==> config.mk <==
export PLATFORM = sky130hd
export DESIGN_NAME = wpolicy_ctrl
export DESIGN_NICKNAME = d
export VERILOG_FILES = /design/src/rtl/wpolicy_pkg.sv /design/src/rtl/wpolicy_plan.sv /design/src/rtl/wpolicy_seq.sv /design/src/rtl/wpolicy_ctrl.sv
export SDC_FILE = /design/constraint.sdc
export NUM_CORES = 1
export LEC_CHECK = 0
export BUFFER_PORTS_ARGS = -buffer_cell sky130_fd_sc_hd__buf_2
export CAP_MARGIN = 20
export CORE_ASPECT_RATIO = 0.75
export CORE_MARGIN = 1
export CORE_UTILIZATION = 35
export CTS_CLUSTER_DIAMETER = 150
export CTS_CLUSTER_SIZE = 30
export DETAILED_ROUTE_END_ITERATION = 10
export SYNTH_ARGS = -nofsm -noshare
export SYNTH_HDL_FRONTEND = slang
export SYNTH_HIERARCHICAL = 1
export SYNTH_SLANG_ARGS = --single-unit
export TNS_END_PERCENT = 10
==> constraint.sdc <==
create_clock -name clk -period 2.2 [get_ports clk]
set_clock_uncertainty 0.2 [all_clocks]
set_input_delay 0.11 -clock clk [delete_from_list [all_inputs] [get_ports clk]]
set_output_delay 0.11 -clock clk [all_outputs]
set_load 0.005 [all_outputs]
==> src/rtl/wpolicy_pkg.sv <==
package wpolicy_pkg;
  localparam int TYPE_W = 2;
  localparam int ATTR_W = 3;

  localparam logic [ATTR_W-1:0] ATTR_UNC  = 3'd0;
  localparam logic [ATTR_W-1:0] ATTR_WTA  = 3'd1;
  localparam logic [ATTR_W-1:0] ATTR_WTN  = 3'd2;
  localparam logic [ATTR_W-1:0] ATTR_WB   = 3'd3;
  localparam logic [ATTR_W-1:0] ATTR_WBNS = 3'd4;
  localparam logic [TYPE_W-1:0] TYPE_ST   = 2'd2;

  typedef enum logic [2:0] {
    STEP_IDLE   = 3'd0,
    STEP_VICTIM = 3'd1,
    STEP_FILL   = 3'd2,
    STEP_MEMRD  = 3'd3,
    STEP_MEMWR  = 3'd4,
    STEP_FINISH = 3'd5
  } stepT;

  typedef struct packed {
    logic victim;
    logic victimSec;
    logic fill;
    logic secLookup;
    logic secFill;
    logic memRd;
    logic memWr;
    logic priUpd;
    logic setDirty;
  } planT;

  typedef struct packed {
    logic capture;
    logic inVictim;
    logic inFill;
    logic finish;
  } ctlT;

  function automatic planT planFor(logic [TYPE_W-1:0] t, logic [ATTR_W-1:0] a,
                                   logic hit, logic dirty);
    planT p;
    logic isStore, cacheable, wbMode, secOk;
    p = '0;
    isStore   = (t == TYPE_ST);
    cacheable = (a >= ATTR_WTA) && (a <= ATTR_WBNS);
    wbMode    = (a == ATTR_WB) || (a == ATTR_WBNS);
    secOk     = (a == ATTR_WB);
    if (!cacheable) begin
      p.memRd = !isStore;
      p.memWr = isStore;
    end else if (!isStore) begin
      p.fill = !hit;
    end else begin
      p.fill     = !hit && (a != ATTR_WTN);
      p.memWr    = !wbMode;
      p.priUpd   = hit || p.fill;
      p.setDirty = wbMode;
    end
    p.victim    = p.fill && dirty;
    p.victimSec = p.victim && secOk;
    p.secLookup = p.fill && secOk;
    p.secFill   = p.fill && secOk;
    return p;
  endfunction

  function automatic stepT stepAfter(planT p, stepT from);
    if (from < STEP_VICTIM && p.victim) return STEP_VICTIM;
    if (from < STEP_FILL   && p.fill)   return STEP_FILL;
    if (from < STEP_MEMRD  && p.memRd)  return STEP_MEMRD;
    if (from < STEP_MEMWR  && p.memWr)  return STEP_MEMWR;
    return STEP_FINISH;
  endfunction
endpackage

==> src/rtl/wpolicy_plan.sv <==
module wpolicy_plan
  import wpolicy_pkg::*;
(
  input  logic              clk,
  input  logic              rstN,
  input  ctlT               ctl,
  input  logic [TYPE_W-1:0] reqType,
  input  logic [ATTR_W-1:0] reqAttr,
  input  logic              primHit,
  input  logic              lineDirty,
  output planT              planNext,
  output planT              planCur,
  output logic              victimSecWr,
  output logic              fillSecLookup,
  output logic              fillSecFill,
  output logic              priUpdate,
  output logic              setDirty
);
  logic [ATTR_W-1:0] capAttr;

  assign planNext = planFor(reqType, reqAttr, primHit, lineDirty);

  always_ff @(posedge clk) begin
    if (!rstN) begin
      planCur <= '0;
      capAttr <= ATTR_UNC;
    end else if (ctl.capture) begin
      planCur <= planNext;
      capAttr <= reqAttr;
    end
  end

  assign victimSecWr   = ctl.inVictim & planCur.victimSec;
  assign fillSecLookup = ctl.inFill & planCur.secLookup;
  assign fillSecFill   = ctl.inFill & planCur.secFill;
  assign priUpdate     = ctl.finish & planCur.priUpd;
  assign setDirty      = ctl.finish & planCur.setDirty;

  assert_dirty_wb_only_R7: assert property (@(posedge clk) disable iff (!rstN)
    setDirty |-> (capAttr == ATTR_WB || capAttr == ATTR_WBNS));
  assert_sec_write_R4: assert property (@(posedge clk) disable iff (!rstN)
    victimSecWr |-> capAttr == ATTR_WB);
  assert_sec_fill_R3: assert property (@(posedge clk) disable iff (!rstN)
    (fillSecLookup || fillSecFill) |-> capAttr == ATTR_WB);
  assert_no_update_uncached_R1: assert property (@(posedge clk) disable iff (!rstN)
    priUpdate |-> (capAttr >= ATTR_WTA && capAttr <= ATTR_WBNS));
endmodule

==> src/rtl/wpolicy_seq.sv <==
module wpolicy_seq
  import wpolicy_pkg::*;
(
  input  logic clk,
  input  logic rstN,
  input  logic reqValid,
  input  planT planNext,
  input  planT planCur,
  input  logic victimDone,
  input  logic fillDone,
  input  logic memRdDone,
  input  logic memWrDone,
  output ctlT  ctl,
  output logic reqReady,
  output logic victimReq,
  output logic fillReq,
  output logic memRdReq,
  output logic memWrReq,
  output logic accDone
);
  stepT step, stepNxt;

  always_comb begin
    stepNxt = step;
    unique case (step)
      STEP_IDLE:   if (reqValid) stepNxt = stepAfter(planNext, STEP_IDLE);
      STEP_VICTIM: if (victimDone) stepNxt = stepAfter(planCur, STEP_VICTIM);
      STEP_FILL:   if (fillDone) stepNxt = stepAfter(planCur, STEP_FILL);
      STEP_MEMRD:  if (memRdDone) stepNxt = stepAfter(planCur, STEP_MEMRD);
      STEP_MEMWR:  if (memWrDone) stepNxt = stepAfter(planCur, STEP_MEMWR);
      STEP_FINISH: stepNxt = STEP_IDLE;
      default:     stepNxt = STEP_IDLE;
    endcase
  end

  always_ff @(posedge clk) begin
    if (!rstN) step <= STEP_IDLE;
    else       step <= stepNxt;
  end

  assign reqReady  = (step == STEP_IDLE);
  assign victimReq = (step == STEP_VICTIM);
  assign fillReq   = (step == STEP_FILL);
  assign memRdReq  = (step == STEP_MEMRD);
  assign memWrReq  = (step == STEP_MEMWR);
  assign accDone   = (step == STEP_FINISH);

  assign ctl.capture  = reqReady & reqValid;
  assign ctl.inVictim = victimReq;
  assign ctl.inFill   = fillReq;
  assign ctl.finish   = accDone;

  assert_one_cmd_R8: assert property (@(posedge clk) disable iff (!rstN)
    $onehot0({victimReq, fillReq, memRdReq, memWrReq, accDone}));
  assert_hold_victim_R8: assert property (@(posedge clk) disable iff (!rstN)
    victimReq && !victimDone |=> victimReq);
  assert_hold_fill_R8: assert property (@(posedge clk) disable iff (!rstN)
    fillReq && !fillDone |=> fillReq);
  assert_hold_memrd_R8: assert property (@(posedge clk) disable iff (!rstN)
    memRdReq && !memRdDone |=> memRdReq);
  assert_hold_memwr_R8: assert property (@(posedge clk) disable iff (!rstN)
    memWrReq && !memWrDone |=> memWrReq);
  assert_ready_after_done_R8: assert property (@(posedge clk) disable iff (!rstN)
    accDone |=> reqReady);
  assert_victim_before_fill_R10: assert property (@(posedge clk) disable iff (!rstN)
    victimReq && victimDone && planCur.fill |=> fillReq);
endmodule

==> src/rtl/wpolicy_ctrl.sv <==
module wpolicy_ctrl
  import wpolicy_pkg::*;
(
  input  logic              clk,
  input  logic              rstN,
  input  logic              reqValid,
  input  logic [TYPE_W-1:0] reqType,
  input  logic [ATTR_W-1:0] reqAttr,
  input  logic              primHit,
  input  logic              lineDirty,
  output logic              reqReady,
  output logic              victimReq,
  output logic              victimSecWr,
  input  logic              victimDone,
  output logic              fillReq,
  output logic              fillSecLookup,
  output logic              fillSecFill,
  input  logic              fillDone,
  output logic              memRdReq,
  input  logic              memRdDone,
  output logic              memWrReq,
  input  logic              memWrDone,
  output logic              priUpdate,
  output logic              setDirty,
  output logic              accDone
);
  ctlT  ctl;
  planT planNext, planCur;

  wpolicy_plan u_plan (
    .clk(clk), .rstN(rstN), .ctl(ctl),
    .reqType(reqType), .reqAttr(reqAttr), .primHit(primHit), .lineDirty(lineDirty),
    .planNext(planNext), .planCur(planCur),
    .victimSecWr(victimSecWr), .fillSecLookup(fillSecLookup), .fillSecFill(fillSecFill),
    .priUpdate(priUpdate), .setDirty(setDirty)
  );

  wpolicy_seq u_seq (
    .clk(clk), .rstN(rstN), .reqValid(reqValid),
    .planNext(planNext), .planCur(planCur),
    .victimDone(victimDone), .fillDone(fillDone),
    .memRdDone(memRdDone), .memWrDone(memWrDone),
    .ctl(ctl), .reqReady(reqReady), .victimReq(victimReq), .fillReq(fillReq),
    .memRdReq(memRdReq), .memWrReq(memWrReq), .accDone(accDone)
  );
endmodule

Word-level counts from Yosys, hierarchy flattened:

Cells that the tools add are included.

* output and inout bits: 11
* flip-flop bits (word level): 10
* word-level logic and storage cells: 110
* input bits: 14

* bitwise operators: 5
* $lt $le $gt $ge: 2
* muxes and demuxes: 69
* equal/unequal tests: 14
* reductions and logical operators: 12

Operator list (number)
* 3-bit 2-to-1 mux: 26
* 1-bit 2-to-1 mux: 41
* 3-bit one-hot mux with 5 select lines: 1
* 3-bit by 2-bit equality test with 1-bit output, second input constant: 3
* 3-bit equality test, second input constant: 3
* 2-bit by 1-bit != test with 1-bit output, second input constant: 4
* 1-bit bitwise AND: 5
* 1-bit logical AND: 5
* 5-bit AND reduction: 1
* 3-bit by 1-bit equality test with 1-bit output, second input constant: 1
* 3-bit by 1-bit >= comparator with 1-bit output, second input constant: 1
* 3-bit <= comparator, second input constant: 1
* 1-bit zero test: 3
* 3-bit zero test: 1
* 3-bit by 2-bit != test with 1-bit output, second input constant: 1
* 2-bit equality test, second input constant: 1
* 1-bit logical OR: 2
* 2-bit 2-to-1 mux: 1
* 2-bit != test, second input constant: 1

Logic depth before layout (Yosys ltp):

Gate-level depths: netlist of run 1.

* depth after elaboration: 26
* gate-level depth with buffers: 8
* gate-level depth less buffers: 8

Modules after synthesis:

Netlist of run 1, hierarchy kept.

Modules (own cells, without submodules)
* wpolicy_plan: cells each 55, seq. area each 160.2 sq um, area each 510.5 sq um, instances 1
* wpolicy_seq: cells each 55, seq. area each 60.1 sq um, area each 401.6 sq um, instances 1

Least setup slack after synthesis of run 1:

OpenSTA, ideal clock, no wires.

* path kind: flip-flop to flip-flop
* start: register u_seq.step[0]
* end: register, netlist name u_plan/planCur[3]
* period minus slack after synthesis: 1.821 ns
* stages on the path, launching flop included: 8
* path slack: 0.379 ns
* data required time: 1.883 ns
* buffers on the path: 3
* data arrival time: 1.503 ns
* setup time: 0.117 ns
* path through: dfxtp_1 -> buf_4 -> buf_6 -> nor3_1 -> and2_1 -> buf_2 -> and2b_1 -> a22o_2

RTL lines
* from (decl): line wpolicy_seq.sv:21 `stepT step, stepNxt;`
* from (signal assigned): line wpolicy_seq.sv:38 `else step <= stepNxt;`

Final worst setup path of run 1:

* start: register u_seq.step[2]
* end: output priUpdate

* cells in the longest elaborated chain, start to end: 2

RTL lines
* 3-bit equality test: line wpolicy_seq.sv:46 `assign accDone = (step == STEP_FINISH);`
* 1-bit bitwise AND: line wpolicy_plan.sv:36 `assign priUpdate = ctl.finish & planCur.priUpd;`
* to (decl): line wpolicy_ctrl.sv:23 `output logic priUpdate,`

No other way between the ends.

==> results of run 1 <==
worst max-delay path, delay by kind of cell, from the launching register on:
family	cells	cell delay, ns
DFF	1	0.53
buffers and inverters	2	0.30
and+or+nand+nor	2	0.45
worst max path at each step:
stage	start	to	slack, ns	cells past startpoint
finish	u_seq/step[2]	priUpdate	0.35	4
global route	u_seq/step[2]	setDirty	0.19	4
CTS	u_seq/step[2]	priUpdate	0.33	4
detailed placement	reqAttr[2]	u_seq/step[2]	0.37	9
global placement	reqAttr[1]	u_seq/step[2]	0.45	9
floorplan	u_seq/step[0]	u_plan/planCur[3]	0.40	7
stage by stage:
stage	cell area, µm²	setup WS, ns	hold WS, ns	total power [mW]	instances
after floorplan	850.8	0.3968	0.01081	0.6763	103
after global placement	947.2	0.4453	0.1756	0.7361	153
after detailed placement	947.2	0.3750	0.1685	0.7434	153
after CTS	1013	0.3268	0.04678	0.9122	160
after global routing	1013	0.1871	0.06028	0.9939	160
final	1013	0.3474	0.05524	0.9122	160
metal layers:
layer  GRT usage (%)  share of wire, %  vias up
li1                -                 -      406
met1           21.09                53      345
met2           25.00                42       17
met3           5.158               4.6        2
met4           1.429              0.48        0
met5               0                 0        -
flip-flops by register name, indices dropped and copies added (netlist names):
register / count
u_seq/step: 3
u_plan/planCur: 7
repair_timing:
action / CTS / global route
endpoints found under the setup margin: 0 / 0
hold endpoints to repair: 4 / 0
hold buffers: 3 / 0
final cells by class:
type                            instances  area share (%)
Inverter                                3           1.111
Timing Repair Buffer                   29           16.30
Multi-Input combinational cell         80           55.06
Tap cell                               34           4.198
Sequential cell                        10           19.75
Clock buffer                            4           3.580
placed cells by master (no fill, tap or decap), types with 4 or more instances in the layout:
cell type / instances
nor3b_1: 4
a21oi_1: 4
o21a_1: 5
and2_1: 7
buf_2: 24
nand2_1: 6
nor2_1: 6
dfxtp_1: 10
mux2i_1: 4
nor2b_1: 9
o21ai_0: 4
where the power goes:
group          switching [mW]  leakage [nW]  internal [mW]  total, mW
Sequential             0.0340        0.0814          0.215      0.249
Combinational           0.271         0.341          0.229      0.500
Clock                  0.0633        0.0210          0.100      0.164
Total                   0.368         0.444          0.544      0.912
==> run metrics, run 1 <==
chip width 58.93 µm; RSZ-0062 raised after global routing false; Avg Inst Size Synth 8.260 µm²; worst skew pair latency 0.26 ns; H-tree levels 1; routability cong. 0.7578; fmax 539.8 MHz; Worst Setup Start Kind register; RR Endpoint u_plan/planCur[3]; root buf cell clkbuf_4; CTS tree yes; Die ar. 2634 µm²; kind of critical path register to output port; Util after Layout 44.26%; Overall Global Routing Usage 15.52%; Filler cells 241; setup repair bufs after CTS 0; Pwr Density 900.1 nW/µm²; syn nets 117; number of global-route vias before repair 678; I/O pins 25; area growth from synthesis to layout 19.12%; CP max stage cell dfxtp_1; CP Max Fanout 10; largest net degree at the start of global routing 16; WHS Path Cells 3; final hold violations 0; LEAKAGE 0.4439 nW; worst hold path startpoint reqType[0]; Starting Density 37.16%; max-cap violations 0; # DRC 0; final setup TNS 0 ns; status finished, final reports clean; clk buf depth 2; Worst EP required 1.89 ns; launch point of the worst reg-to-reg path u_seq/step[2]; number of antenna cells inserted 0; Multi-input gate area 558.0 µm²; max incr delay on CP 0.53 ns; via count 770; clk sinks 10; Reg2Reg Depth 4; fin crit period 1.853 ns; Overflow after GRT 0; Num CTS Buffers 3; Worst-Margin Slew 0.3555 ns; cell area after synthesis 850.8 µm²; Mapped Cells 103; hold path endpoint u_plan/planCur[1]; per-cell routed wire length 11.65 µm; ANT nets after route 0; initial antenna violation count 0; Initial DRC Count 12; Critical Path AT 1.54 ns; first-pass GRT wire length 3091 µm; hpwl dp 1413 µm; share of layout cells above drive strength 1 31.75%; FF/Latch Area 200.2 µm²; final setup vio count 0; Pins Over Slew Limit 0; die span in y 44.70 µm; Final Net Count 141; final wirelength 1864 µm; vias per cell 4.813; register-to-register path setup slack 0.47 ns; Rel. slew slack 76.27%; Post-CTS Resized 0; 1st-pass router iterations 4; VDD IR-drop max 0.0004004 V; Clk pin slew, worst setup/hold paths 0.07 ns; Core Footprint 2290 µm²; number of port buffers 24; Crit. End Element output port; crit share post-route 84.21%; Rows 15; critical path cell sequence inv_1 -> nor3b_1 -> and2_1 -> buf_2; YS warnings 6; worst min path class primary input to register
No activity file was read; power rests on OpenSTA's default activity.
==> run 2, diff against run 1 <==
Clock period 2.2 ns to 1.75 ns, I/O delays scaled along.
==> run 2 against run 1 <==
  * Sequential power increased by 27%
  * Core utilization grew 2.0 points
  * Combinational power up 35%
  * Via count is 3.2% higher
  * Global-route usage is 0.42 points lower
  * Clock power grew 27%
  * Hold slack got worse by 0.040 ns
  * Power increased by 31%
  * Worst setup slack worse by 0.24 ns
  * Register-to-register slack worse by 0.26 ns
  * Design area is 4.6% higher
  * Count of clock-buffer cells in the layout did not move
  * Largest cell class unchanged
  * Highest routed layer unchanged
==> run metrics, run 2 (synthesis gave the netlist of run 1 again) <==
status finished, final reports clean (unchanged); fin crit period 1.638 ns; I/O pins 25 (unchanged); most frequent cells in the layout 24 x buf_2, 9 x nor2b_1, 9 x dfxtp_1 (was 24 x buf_2, 10 x dfxtp_1, 9 x nor2b_1); max FFs per register 7 (unchanged); setup repair bufs after CTS 0 (unchanged); Hold Slack 0.01499 ns (was 0.05524 ns); VDD IR-drop max 0.0005496 V (was 0.0004004 V); dpl ws 0.02440 ns (was 0.3750 ns); area growth from synthesis to layout 24.56% (was 19.12%); H-tree levels 1 (unchanged); clk sinks 10 (unchanged); critical path endpoint fillSecLookup (was priUpdate); Clk pin slew, worst setup/hold paths 0.07 ns (about the same); CP Max Fanout 10 (unchanged); per-cell routed wire length 11.06 µm (was 11.65 µm); clk buf depth 2 (unchanged); Overall Global Routing Usage 15.10% (was 15.52%); routability cong. 0.7327 (was 0.7578); Worst EP required 1.46 ns (was 1.89 ns); non-filler cells, final 164 (was 160); crit path from u_seq/step[1] (was u_seq/step[2]); chip width 58.93 µm (unchanged); launch point of the worst reg-to-reg path u_seq/step[1] (was u_seq/step[2]); Worst-Margin Slew 0.3631 ns (was 0.3555 ns); Overflow after GRT 0 (unchanged); most common cell after layout, fill and taps aside buf_2 (unchanged); Pins Over Slew Limit 0 (unchanged); Rel. slew slack 75.80% (was 76.27%); max-cap violations 0 (unchanged); placed insts 157 (was 153); Final WS setup 0.1122 ns (was 0.3474 ns); Worst Setup Start Kind register (unchanged); Reg2Reg Depth 4 (unchanged); Initial DRC Count 46 (was 12); register-to-register path setup slack 0.21 ns (was 0.47 ns); LEAKAGE 0.4694 nW (was 0.4439 nW); Critical Path AT 1.35 ns (was 1.54 ns); Rows 15 (unchanged); 1st-pass router iterations 4 (unchanged); biggest regs u_plan/planCur x7, u_seq/step x3 (unchanged); number of port buffers 24 (unchanged); final wirelength 1814 µm (was 1864 µm); final setup vio count 0 (unchanged); # DRC 0 (unchanged); worst min path class primary input to register (unchanged); Most flops, register u_plan/planCur (unchanged); RR Endpoint u_plan/planCur[3] (unchanged); root buf cell clkbuf_4 (unchanged); Final Net Count 145 (was 141); Core Footprint 2290 µm² (unchanged); Crit. End Element output port (unchanged); final setup TNS 0 ns (unchanged); final hold violations 0 (unchanged); die span in y 44.70 µm (unchanged); Starting Density 37.16% (unchanged); share of layout cells above drive strength 1 36.92% (was 31.75%); ANT nets after route 0 (unchanged); Filler cells 239 (was 241); number of global-route vias before repair 636 (was 678); largest net degree at the start of global routing 16 (unchanged); crit share post-route 93.59%; initial antenna violation count 0 (unchanged); vias per cell 4.848 (was 4.813); via count 795 (was 770); CTS tree yes (unchanged); hpwl dp 1410 µm (was 1413 µm); RSZ-0062 raised after global routing false (unchanged); Pwr Density 1131 nW/µm² (was 900.1 nW/µm²); number of antenna cells inserted 0 (unchanged); fmax 610.6 MHz; Die ar. 2634 µm² (unchanged); worst skew pair latency 0.26 ns (about the same); first-pass GRT wire length 2980 µm (was 3091 µm); Num CTS Buffers 3 (unchanged); kind of critical path register to output port (unchanged)
run 2: cell count changes in the layout (fill, tap and decap cells not counted), sizes merged:
cell	delta
buf	+4
run 2: worst min-delay path by stage:
stage | endpoint | from | slack [ns] | cells after the start
final | u_plan/planCur[7] | lineDirty | 0.01 | 3
after floorplan | u_plan/planCur[6] | primHit | -0.01 | 1
after global routing | u_plan/planCur[7] | lineDirty | 0.004 | 3
after global placement | u_plan/planCur[6] | primHit | 0.14 | 2
after detailed placement | u_plan/planCur[6] | primHit | 0.14 | 2
after CTS | u_plan/planCur[7] | lineDirty | 0.002 | 3
run 2: layout make-up:
type | count | area (µm²) | share of cell area, %
multi-input cells | 80 | 573.1 | 54.07
flip-flops and latches | 10 | 201.4 | 19.01
repair buffers | 33 | 195.2 | 18.42
well taps | 34 | 42.54 | 4.014
clock buffers | 4 | 36.28 | 3.424
inverters | 3 | 11.26 | 1.063
run 2: where the power goes:
group | total, mW | switching [mW] | internal [mW]
Sequential | 0.316 | 0.0445 | 0.271
Clock | 0.209 | 0.0822 | 0.126
Combinational | 0.674 | 0.345 | 0.329
Total | 1.20 | 0.472 | 0.727
run 2: worst max-delay path, stage by stage, from the launching register on:
cell,delay (ns)
dfxtp_1,0.38
buf_4,0.20
nand2_1,0.08
nor2_1,0.14
and2_1,0.16
buf_2,0.11
run 2: what timing repair did:
action	in CTS	in global routing
pin swaps	0	0
endpoints found under the hold margin	5	0
setup endpoints to repair	2	3
hold buffers	3	0
gates resized for setup	1	2
run 2: layer usage:
| metal | GRT usage, % | wire, µm |
|---|---|---|
| met4 | 2.857 | 9 |
| met1 | 23.42 | 977 |
| met5 | 0 | 0 |
| met3 | 5.158 | 83 |
| met2 | 19.77 | 743 |
run 2: per-stage QoR:
stage / cell area (µm²) / util, % / power, mW
after floorplan: 855.8 / - / 0.8596
after CTS: 1050 / 45.85 / 1.195
after global routing: 1060 / 46.28 / 1.305
after detailed placement: 982.2 / 42.90 / 0.9782
after global placement: 982.2 / 42.90 / 0.9697
final: 1060 / 46.28 / 1.199
